--- src/rtl/ctrl_ep_pkg.sv ---
package ctrl_ep_pkg;
  typedef enum logic [1:0] {
    HS_NAK  = 2'd0,
    HS_ACK  = 2'd1,
    HS_DATA = 2'd2
  } hs_code_e;
endpackage

--- src/rtl/ctrl_ep_rx_flags.sv ---
module ctrl_ep_rx_flags (
  input  logic clk,
  input  logic rst,
  input  logic ev_setup,
  input  logic ev_out,
  input  logic clr_setup,
  input  logic clr_out,
  output logic fl_setup,
  output logic fl_out,
  output logic hold
);
  logic out_take;

  assign out_take = ev_out && !fl_setup && !fl_out;
  assign hold     = fl_setup || fl_out;

  always_ff @(posedge clk) begin
    if (rst) begin
      fl_setup <= 1'b0;
      fl_out   <= 1'b0;
    end else if (ev_setup) begin
      fl_setup <= 1'b1;
      fl_out   <= 1'b0;
    end else begin
      if (clr_setup) fl_setup <= 1'b0;
      if (out_take)      fl_out <= 1'b1;
      else if (clr_out)  fl_out <= 1'b0;
    end
  end

  a_r2_setup_own_flag: assert property (@(posedge clk) disable iff (rst)
    ev_setup |=> (fl_setup && !fl_out));

  a_r6_held_flags_keep: assert property (@(posedge clk) disable iff (rst)
    (ev_out && hold && !ev_setup && !clr_setup && !clr_out) |=>
      ($stable(fl_setup) && $stable(fl_out)));
endmodule

--- src/rtl/ctrl_ep_tx_bank.sv ---
module ctrl_ep_tx_bank #(
  parameter int MAX_PKT = 64,
  parameter int LEN_W   = $clog2(MAX_PKT + 1)
) (
  input  logic             clk,
  input  logic             rst,
  input  logic             ev_setup,
  input  logic             dir_in,
  input  logic             ev_in,
  input  logic             release_setup,
  input  logic             clr_inrdy,
  input  logic             clr_nakin,
  input  logic [LEN_W-1:0] byte_cnt,
  output logic             fl_inrdy,
  output logic             fl_nakin,
  output logic             armed,
  output logic [LEN_W-1:0] arm_len
);
  localparam logic [LEN_W-1:0] LenCap = LEN_W'(MAX_PKT);

  logic             wr_xfer;
  logic             arm_now;
  logic [LEN_W-1:0] cnt_cap;

  assign arm_now = clr_inrdy && fl_inrdy;
  assign cnt_cap = (byte_cnt > LenCap) ? LenCap : byte_cnt;

  always_ff @(posedge clk) begin
    if (rst) begin
      fl_inrdy <= 1'b0;
      fl_nakin <= 1'b0;
      armed    <= 1'b0;
      arm_len  <= '0;
      wr_xfer  <= 1'b0;
    end else if (ev_setup) begin
      fl_inrdy <= 1'b0;
      fl_nakin <= 1'b0;
      armed    <= 1'b0;
      arm_len  <= '0;
      wr_xfer  <= !dir_in;
    end else begin
      if (ev_in && armed) begin
        armed    <= 1'b0;
        fl_inrdy <= 1'b1;
      end else if (arm_now) begin
        armed    <= 1'b1;
        arm_len  <= cnt_cap;
        fl_inrdy <= 1'b0;
      end else if (release_setup) begin
        fl_inrdy <= 1'b1;
      end
      if (ev_in && !armed && wr_xfer) fl_nakin <= 1'b1;
      else if (clr_nakin)             fl_nakin <= 1'b0;
    end
  end

  a_r5_arm_drops_ready: assert property (@(posedge clk) disable iff (rst)
    (arm_now && !ev_setup && !(ev_in && armed)) |=> (armed && !fl_inrdy));

  a_r7_write_nak_flag: assert property (@(posedge clk) disable iff (rst)
    (ev_in && !armed && wr_xfer && !ev_setup) |=> fl_nakin);

  a_r8_setup_aborts: assert property (@(posedge clk) disable iff (rst)
    ev_setup |=> (!fl_inrdy && !armed && !fl_nakin));
endmodule

--- src/rtl/ctrl_ep_resp.sv ---
module ctrl_ep_resp
  import ctrl_ep_pkg::*;
#(
  parameter int LEN_W = 7
) (
  input  logic             clk,
  input  logic             rst,
  input  logic             ev_setup,
  input  logic             ev_out,
  input  logic             ev_in,
  input  logic             hold,
  input  logic             armed,
  input  logic [LEN_W-1:0] arm_len,
  output logic             hs_valid,
  output hs_code_e         hs_code,
  output logic             hs_zlp,
  output logic [LEN_W-1:0] hs_len
);
  always_ff @(posedge clk) begin
    if (rst) begin
      hs_valid <= 1'b0;
      hs_code  <= HS_NAK;
      hs_zlp   <= 1'b0;
      hs_len   <= '0;
    end else begin
      hs_valid <= ev_setup || ev_out || ev_in;
      hs_code  <= HS_NAK;
      hs_zlp   <= 1'b0;
      hs_len   <= '0;
      if (ev_setup) begin
        hs_code <= HS_ACK;
      end else if (ev_out) begin
        hs_code <= hold ? HS_NAK : HS_ACK;
      end else if (ev_in && armed) begin
        hs_code <= HS_DATA;
        hs_len  <= arm_len;
        hs_zlp  <= (arm_len == '0);
      end
    end
  end

  a_r1_setup_acked: assert property (@(posedge clk) disable iff (rst)
    ev_setup |=> (hs_valid && hs_code == HS_ACK));

  a_r6_busy_out_nak: assert property (@(posedge clk) disable iff (rst)
    (ev_out && hold) |=> (hs_code == HS_NAK));

  a_r9_zlp_only_data: assert property (@(posedge clk) disable iff (rst)
    hs_zlp |-> (hs_code == HS_DATA && hs_len == '0));
endmodule

--- src/rtl/ctrl_ep_hs.sv ---
module ctrl_ep_hs #(
  parameter int MAX_PKT = 64,
  parameter int LEN_W   = $clog2(MAX_PKT + 1)
) (
  input  logic             clk,
  input  logic             rst,
  input  logic             tok_setup,
  input  logic             setup_dir_in,
  input  logic             tok_out,
  input  logic             tok_in,
  input  logic             fw_clr_setup,
  input  logic             fw_clr_out,
  input  logic             fw_clr_inrdy,
  input  logic             fw_clr_nakin,
  input  logic [LEN_W-1:0] fw_byte_cnt,
  output logic             hs_valid,
  output logic [1:0]       hs_code,
  output logic             hs_zlp,
  output logic [LEN_W-1:0] hs_len,
  output logic             flag_setup,
  output logic             flag_out,
  output logic             flag_inrdy,
  output logic             flag_nakin,
  output logic             bank_busy,
  output logic             fifo_ctl
);
  import ctrl_ep_pkg::*;

  logic             ev_setup, ev_out, ev_in;
  logic             hold, armed, release_setup;
  logic [LEN_W-1:0] arm_len;
  hs_code_e         code_q;

  // one event per cycle, SETUP over OUT over IN
  assign ev_setup      = tok_setup;
  assign ev_out        = tok_out && !tok_setup;
  assign ev_in         = tok_in && !tok_setup && !tok_out;
  assign release_setup = fw_clr_setup && flag_setup && !ev_setup;

  ctrl_ep_rx_flags u_rx (
    .clk       (clk),
    .rst       (rst),
    .ev_setup  (ev_setup),
    .ev_out    (ev_out),
    .clr_setup (fw_clr_setup),
    .clr_out   (fw_clr_out),
    .fl_setup  (flag_setup),
    .fl_out    (flag_out),
    .hold      (hold)
  );

  ctrl_ep_tx_bank #(.MAX_PKT(MAX_PKT), .LEN_W(LEN_W)) u_tx (
    .clk           (clk),
    .rst           (rst),
    .ev_setup      (ev_setup),
    .dir_in        (setup_dir_in),
    .ev_in         (ev_in),
    .release_setup (release_setup),
    .clr_inrdy     (fw_clr_inrdy),
    .clr_nakin     (fw_clr_nakin),
    .byte_cnt      (fw_byte_cnt),
    .fl_inrdy      (flag_inrdy),
    .fl_nakin      (flag_nakin),
    .armed         (armed),
    .arm_len       (arm_len)
  );

  ctrl_ep_resp #(.LEN_W(LEN_W)) u_resp (
    .clk      (clk),
    .rst      (rst),
    .ev_setup (ev_setup),
    .ev_out   (ev_out),
    .ev_in    (ev_in),
    .hold     (hold),
    .armed    (armed),
    .arm_len  (arm_len),
    .hs_valid (hs_valid),
    .hs_code  (code_q),
    .hs_zlp   (hs_zlp),
    .hs_len   (hs_len)
  );

  assign hs_code   = code_q;
  assign bank_busy = hold || armed;
  assign fifo_ctl  = 1'b0;

  a_r11_out_beats_in: assert property (@(posedge clk) disable iff (rst)
    (tok_out && tok_in && !tok_setup && hold) |=> (hs_code == 2'd0 && hs_len == '0));
endmodule

--- config.mk ---
export PLATFORM = sky130hd
export DESIGN_NAME = ctrl_ep_hs
export DESIGN_NICKNAME = d
export VERILOG_FILES = /design/src/rtl/ctrl_ep_pkg.sv /design/src/rtl/ctrl_ep_rx_flags.sv /design/src/rtl/ctrl_ep_tx_bank.sv /design/src/rtl/ctrl_ep_resp.sv /design/src/rtl/ctrl_ep_hs.sv
export SDC_FILE = /design/constraint.sdc
export NUM_CORES = 1
export LEC_CHECK = 0
export ABC_CLOCK_PERIOD_IN_PS = 3000
export BUFFER_PORTS_ARGS = -buffer_cell sky130_fd_sc_hd__buf_2
export CORE_MARGIN = 4
export CORE_UTILIZATION = 50
export CTS_BUF_LIST = sky130_fd_sc_hd__clkbuf_16
export CTS_CLUSTER_DIAMETER = 80
export DETAILED_ROUTE_END_ITERATION = 10
export GPL_TIMING_DRIVEN = 0
export PLACE_DENSITY = 0.84
export REMOVE_ABC_BUFFERS = 1
export SYNTH_ARGS = -nofsm -noshare
export SYNTH_HDL_FRONTEND = slang
export SYNTH_SLANG_ARGS = --single-unit
--- constraint.sdc ---
create_clock -name clk -period 3 [get_ports clk]
set_clock_uncertainty 0.05 [all_clocks]
set_input_delay 0.9 -clock clk [delete_from_list [all_inputs] [get_ports clk]]
set_output_delay 0.9 -clock clk [all_outputs]
set_load 0.01 [all_outputs]
=== Yosys cells after proc, flatten, opt, wreduce, memory -nomap -nowiden ===
Index checks and enable logic that the tools add are counted.

* $lt $le $gt $ge: 1
* Multiplexer cells: 14
* Bitwise logic cells: 1
* Reduce and logical (&&, ||, !) cells: 30

{| class="wikitable"
|+ Operators by type and width
! kind !! number
|-
| logical AND 1 bit || 11
|-
| 2-to-1 mux 1 bit || 11
|-
| > comparator 7 bit, second input constant || 1
|-
| zero test 7 bit || 1
|-
| 2-to-1 mux 7 bit || 1
|-
| zero test 1 bit || 6
|-
| nonzero test 2 bit || 3
|-
| logical OR 1 bit || 4
|-
| 2-to-1 mux 2 bit || 2
|-
| OR reduction 4 bit || 1
|-
| nonzero test 3 bit || 1
|-
| OR reduction 3 bit || 1
|-
| AND reduction 2 bit || 1
|-
| OR reduction 2 bit || 1
|-
| inverter 1 bit || 1
|}

* Register bits after elaboration: 24
* Input bits: 17
* Output and inout bits: 17
* Word-level logic and storage cells: 58

=== Logic depth before layout (Yosys ltp) ===
* Word-level depth: 7
* Depth in mapped cells: 5
* Mapped depth without buffers: 3

=== Hierarchy ===
From an unflattened synthesis, not the netlist that was laid out.

* Cells, all modules: 94
* Area, all modules: 973.4 um^2

{| class="wikitable"
|+ Modules (own cells, without submodules)
! module !! instances !! cells an instance !! area an instance (um^2) !! sequential area each (um^2)
|-
| ctrl_ep_tx_bank || 1 || 49 || 476.7 || 220.2
|-
| ctrl_ep_resp || 1 || 30 || 362.8 || 220.2
|-
| ctrl_ep_rx_flags || 1 || 9 || 90.1 || 40.0
|-
| ctrl_ep_hs || 1 || 6 || 43.8 || 0.0
|}

=== Least setup slack after synthesis ===
No wires, ideal clock.

* Path type: register -> output
* From: reg u_rx.fl_setup
* To: out bank_busy
* Arrival: 765 ps
* Data required time: 2050 ps
* Setup slack: 1285 ps
* Stages on the path, launching flop included: 2
* Buffers on the path: 0
* Cell sequence: dfxtp_1 or3_1

* Longest elaborated chain between the ends: 2

{| class="wikitable"
|+ Ends and longest elaborated chain
! what !! line !! text
|-
| start: declaration || ctrl_ep_rx_flags.sv:8 || <nowiki>output logic fl_setup,</nowiki>
|-
| start signal: assignment || ctrl_ep_rx_flags.sv:19 || <nowiki>fl_setup <= 1'b0;</nowiki>
|-
| start signal: assignment || ctrl_ep_rx_flags.sv:22 || <nowiki>fl_setup <= 1'b1;</nowiki>
|-
| start signal: assignment || ctrl_ep_rx_flags.sv:25 || <nowiki>if (clr_setup) fl_setup <= 1'b0;</nowiki>
|-
| logical OR 1 bit || ctrl_ep_rx_flags.sv:15 || <nowiki>assign hold = fl_setup || fl_out;</nowiki>
|-
| logical OR 1 bit || ctrl_ep_hs.sv:84 || <nowiki>assign bank_busy = hold || armed;</nowiki>
|-
| end: declaration || ctrl_ep_hs.sv:24 || <nowiki>output logic bank_busy,</nowiki>
|}

No other way between the ends.

=== Worst setup path after layout ===
Same ends and word-level chain as after synthesis.

==> impl_results.md <==
* Top cell type's share of synthesized area at 0.5232
* Ratio of cells with drive above 1 in the final layout at 0.3770
* Post-CTS Resized at 0
* Total die area at about 0.0026 mm^2
* CP peak stage delay at 0.36 ns
* Arrival time worst endpoint at 1.10 ns
* WL/cell at 12.27 um
* # hold bufs at CTS at 0
* Seq/Total Area, Yosys at 0.5232
* WHS Path Cells at 2
* Reg2Reg Launch Point: u_tx.armed
* First-pass GRT wire length at between 2 and 3 mm
* Yosys reg bits at 24
* Slowest CP cell: or3_1
* Hold Path Sink: u_tx.fl_nakin
* WS Path Type: flop to primary output
* Diodes inserted at 0
* Vias in the first global route at 681
* Post-synth cell types at 28
* Top_reg_cell synth: dfxtp_1
* Crit path buf inv count at 1
* Multi-input combinational cell area at 389.1 um^2
* Place WS at roughly 0.9 ns
* Post-Syn Area at 918.4 um^2
* Crit path max-delay family: simple AND/OR/NAND/NOR gates
* Die height at 50.86 um
* P&R area growth vs syn at 24.52%
* Unrepaired setup endpoints after global routing: false
* Die X at around 51 um
* Leakage dissipation at 0.0005157 uW
* Clk buf depth at 2
* Htree depth at 1
* Total power draw at 648.4 uW
* PwrDens at 567.0 mW/mm^2
* Internal at 520.6 uW
* Clk slew on worst S/H paths at around 0.06 ns
* Reg2reg path depth at 3
* Sw Ratio at 0.1972
* Synth area leaders: dfxtp_1 (52%), nand4b_1 (6.7%), a21oi_1 (6.5%), and2_2 (5.7%), o21ai_0 (3.8%)
* Layout net count at 140
* Initial antenna violation count at 0
* RePlAce Congestion at 0.7435
* Tcrit/Tclk final at 0.6833
* Initial Util at 0.5319
* Ys Warns at 0
* Register area at ~480 um^2
* Fin. max-slew vios at 0
* Worst setup EP type: primary output
* Initial DRC count at 16
* Largest net degree at the start of global routing at 14
* Seq pwr share at 0.504
* Max-cap viol count at 0
* Skew-Pair Late Insertion Delay at 0.25 ns
* Hold Fails Final Rpt at 0
* # Post-CTS Setup Buffers at 0
* Status: complete, no violations
* Vias per cell at 5.136
* Number of enable flip-flop cells after synthesis at 0
* Cells along the critical path: or3_1, buf_2
* Routed Antenna Nets at 0
* Fmax at 0.4878 GHz
* CP required at ~2.1 ns
* Hold Startpoint: u_tx.fl_nakin
* Max FO, Critical Path at 5
* Port Buffers at 32
* R2R setup slack at 1.64 ns
* Core Rows at 15
* Dpl hpwl at 1.311 mm
* Total wire length at 1.803 mm
* Avg Synthesized Cell Area at 10.09 um^2
* Peak supply drop at 0.3241 mV
* Final worst slack at 0.9502 ns
* I/O Pins at 34
* Comb power frac at 0.062
* Final-report setup violation count at 0
* Drt first pass iters at 4
* Root buffer cell: clkbuf_16
* Core Util, Final at 0.6623
* CTS tree: done
* Ys async rst share at 0
* Final min period at about 2 ns
* GRT Residual Overflow at 0
* Hold Crit Class: flop to flop
* CTS Buf Count at 3
* Post-Syn Instances at 91
* Remaining DRCs at 0
* Vias at 755
* NetSw at 127.9 uW
* Fillers at 148
* Area leader, netlist: dfxtp_1
* Total GRT Usage at 0.1535
* Clock share of power at 0.434
* Synth top cells by count: dfxtp_1 (24), a21oi_1 (12), nor2_1 (9)
* TNS Setup at 0 ns
* Capture point of the worst reg-to-reg path: u_resp.hs_zlp
* Core Area at 0.001727 mm^2
* Critical Path Start Type: flop
* Clk sinks at 24
* Most frequent cell after synthesis: dfxtp_1
[power by group through the flow]
stage          logic, uW  registers [uW]  clock network (uW)
5_1_grt             44.2             327                 295
3_3_place_gp        38.9             333                   0
2_1_floorplan       15.4             335                   0
4_1_cts             40.6             327                 286
3_5_place_dp        40.3             334                   0
6_report            40.3             327                 281
[kinds of logic after synthesis]
family | count (synthesis) | synth area share
and+or+nand+nor | 37 | 0.2807
DFF | 24 | 0.5232
AOI/OAI and AO/OA | 23 | 0.1390
other | 1 | 0.004083
buffers and inverters | 6 | 0.05313
[cells in the final DEF (no fill, tap or decap)]
cell and instances:
nor2b_1 1, clkbuf_16 3, dfxtp_1 24, or2_2 1, nand4bb_1 1, nand2b_1 1, o21ba_2 1, and2_1 1
a211oi_1 1, nor3_1 2, nor2_1 9, a21boi_0 1, buf_2 32, or3_1 1, clkinv_1 1, a21o_1 1
conb_1 1, and2_2 7, inv_1 1, nor2_8 1, nand2_1 1, and4bb_4 1, nor4_1 1, and3_1 1
a21oi_1 12, nand4b_1 7, nand3_1 1, o21ai_0 7
[worst max-delay path by stage]
stage                             endpoint  slack (ns)           from  cells past startpoint
final                            bank_busy        0.95  u_rx.fl_setup                      2
after detailed placement  u_resp.hs_len[0]        0.91      tok_setup                      4
after CTS                        bank_busy        0.94  u_rx.fl_setup                      2
after global placement       u_resp.hs_zlp        0.92      tok_setup                      4
after global routing             bank_busy        0.92  u_rx.fl_setup                      2
after floorplan              u_resp.hs_zlp        1.21        tok_out                      3
[flip-flops by register name, summed over array words and instances, names as in the netlist]
name             cells
u_resp.hs_code       2
u_rx.fl_out          1
u_rx.fl_setup        1
u_resp.hs_len        7
u_tx.fl_nakin        1
u_tx.fl_inrdy        1
u_tx.wr_xfer         1
u_resp.hs_valid      1
u_tx.armed           1
u_resp.hs_zlp        1
u_tx.arm_len         7
[layer usage]
metal / vias to the layer above / global-route usage / part of all wire
li1: 377 / - / -
met3: 4 / 0.03499 / 0.073
met2: 25 / 0.2761 / 0.52
met4: 0 / 0.09417 / 0.018
met1: 349 / 0.1608 / 0.39
met5: - / 0 / 0
[worst register-to-register path, delay by kind of cell (launching register included)]
kind	cells	cell delay (ns)
DFF	1	0.39
and+or+nand+nor	3	0.87
[final cells by class]
cell class / count / share of cell area
clock buffer: 3 / 0.06565
clock inverter: 1 / 0.003282
inverter: 1 / 0.003282
multi-input combinational: 61 / 0.3403
sequential: 24 / 0.4201
tap: 25 / 0.02735
timing repair buffer: 32 / 0.1400
[per-stage QoR]
step / hold WS [ns] / std cells / instance area, um^2
finish: 0.4237 / 147 / 1144
global route: 0.4473 / 147 / 1144
CTS: 0.4239 / 147 / 1144
detailed placement: 0.4140 / 143 / 1065
global placement: 0.4055 / 143 / 1065
floorplan: 0.4076 / 86 / 873.3
No activity file was read; power rests on OpenSTA's default activity.
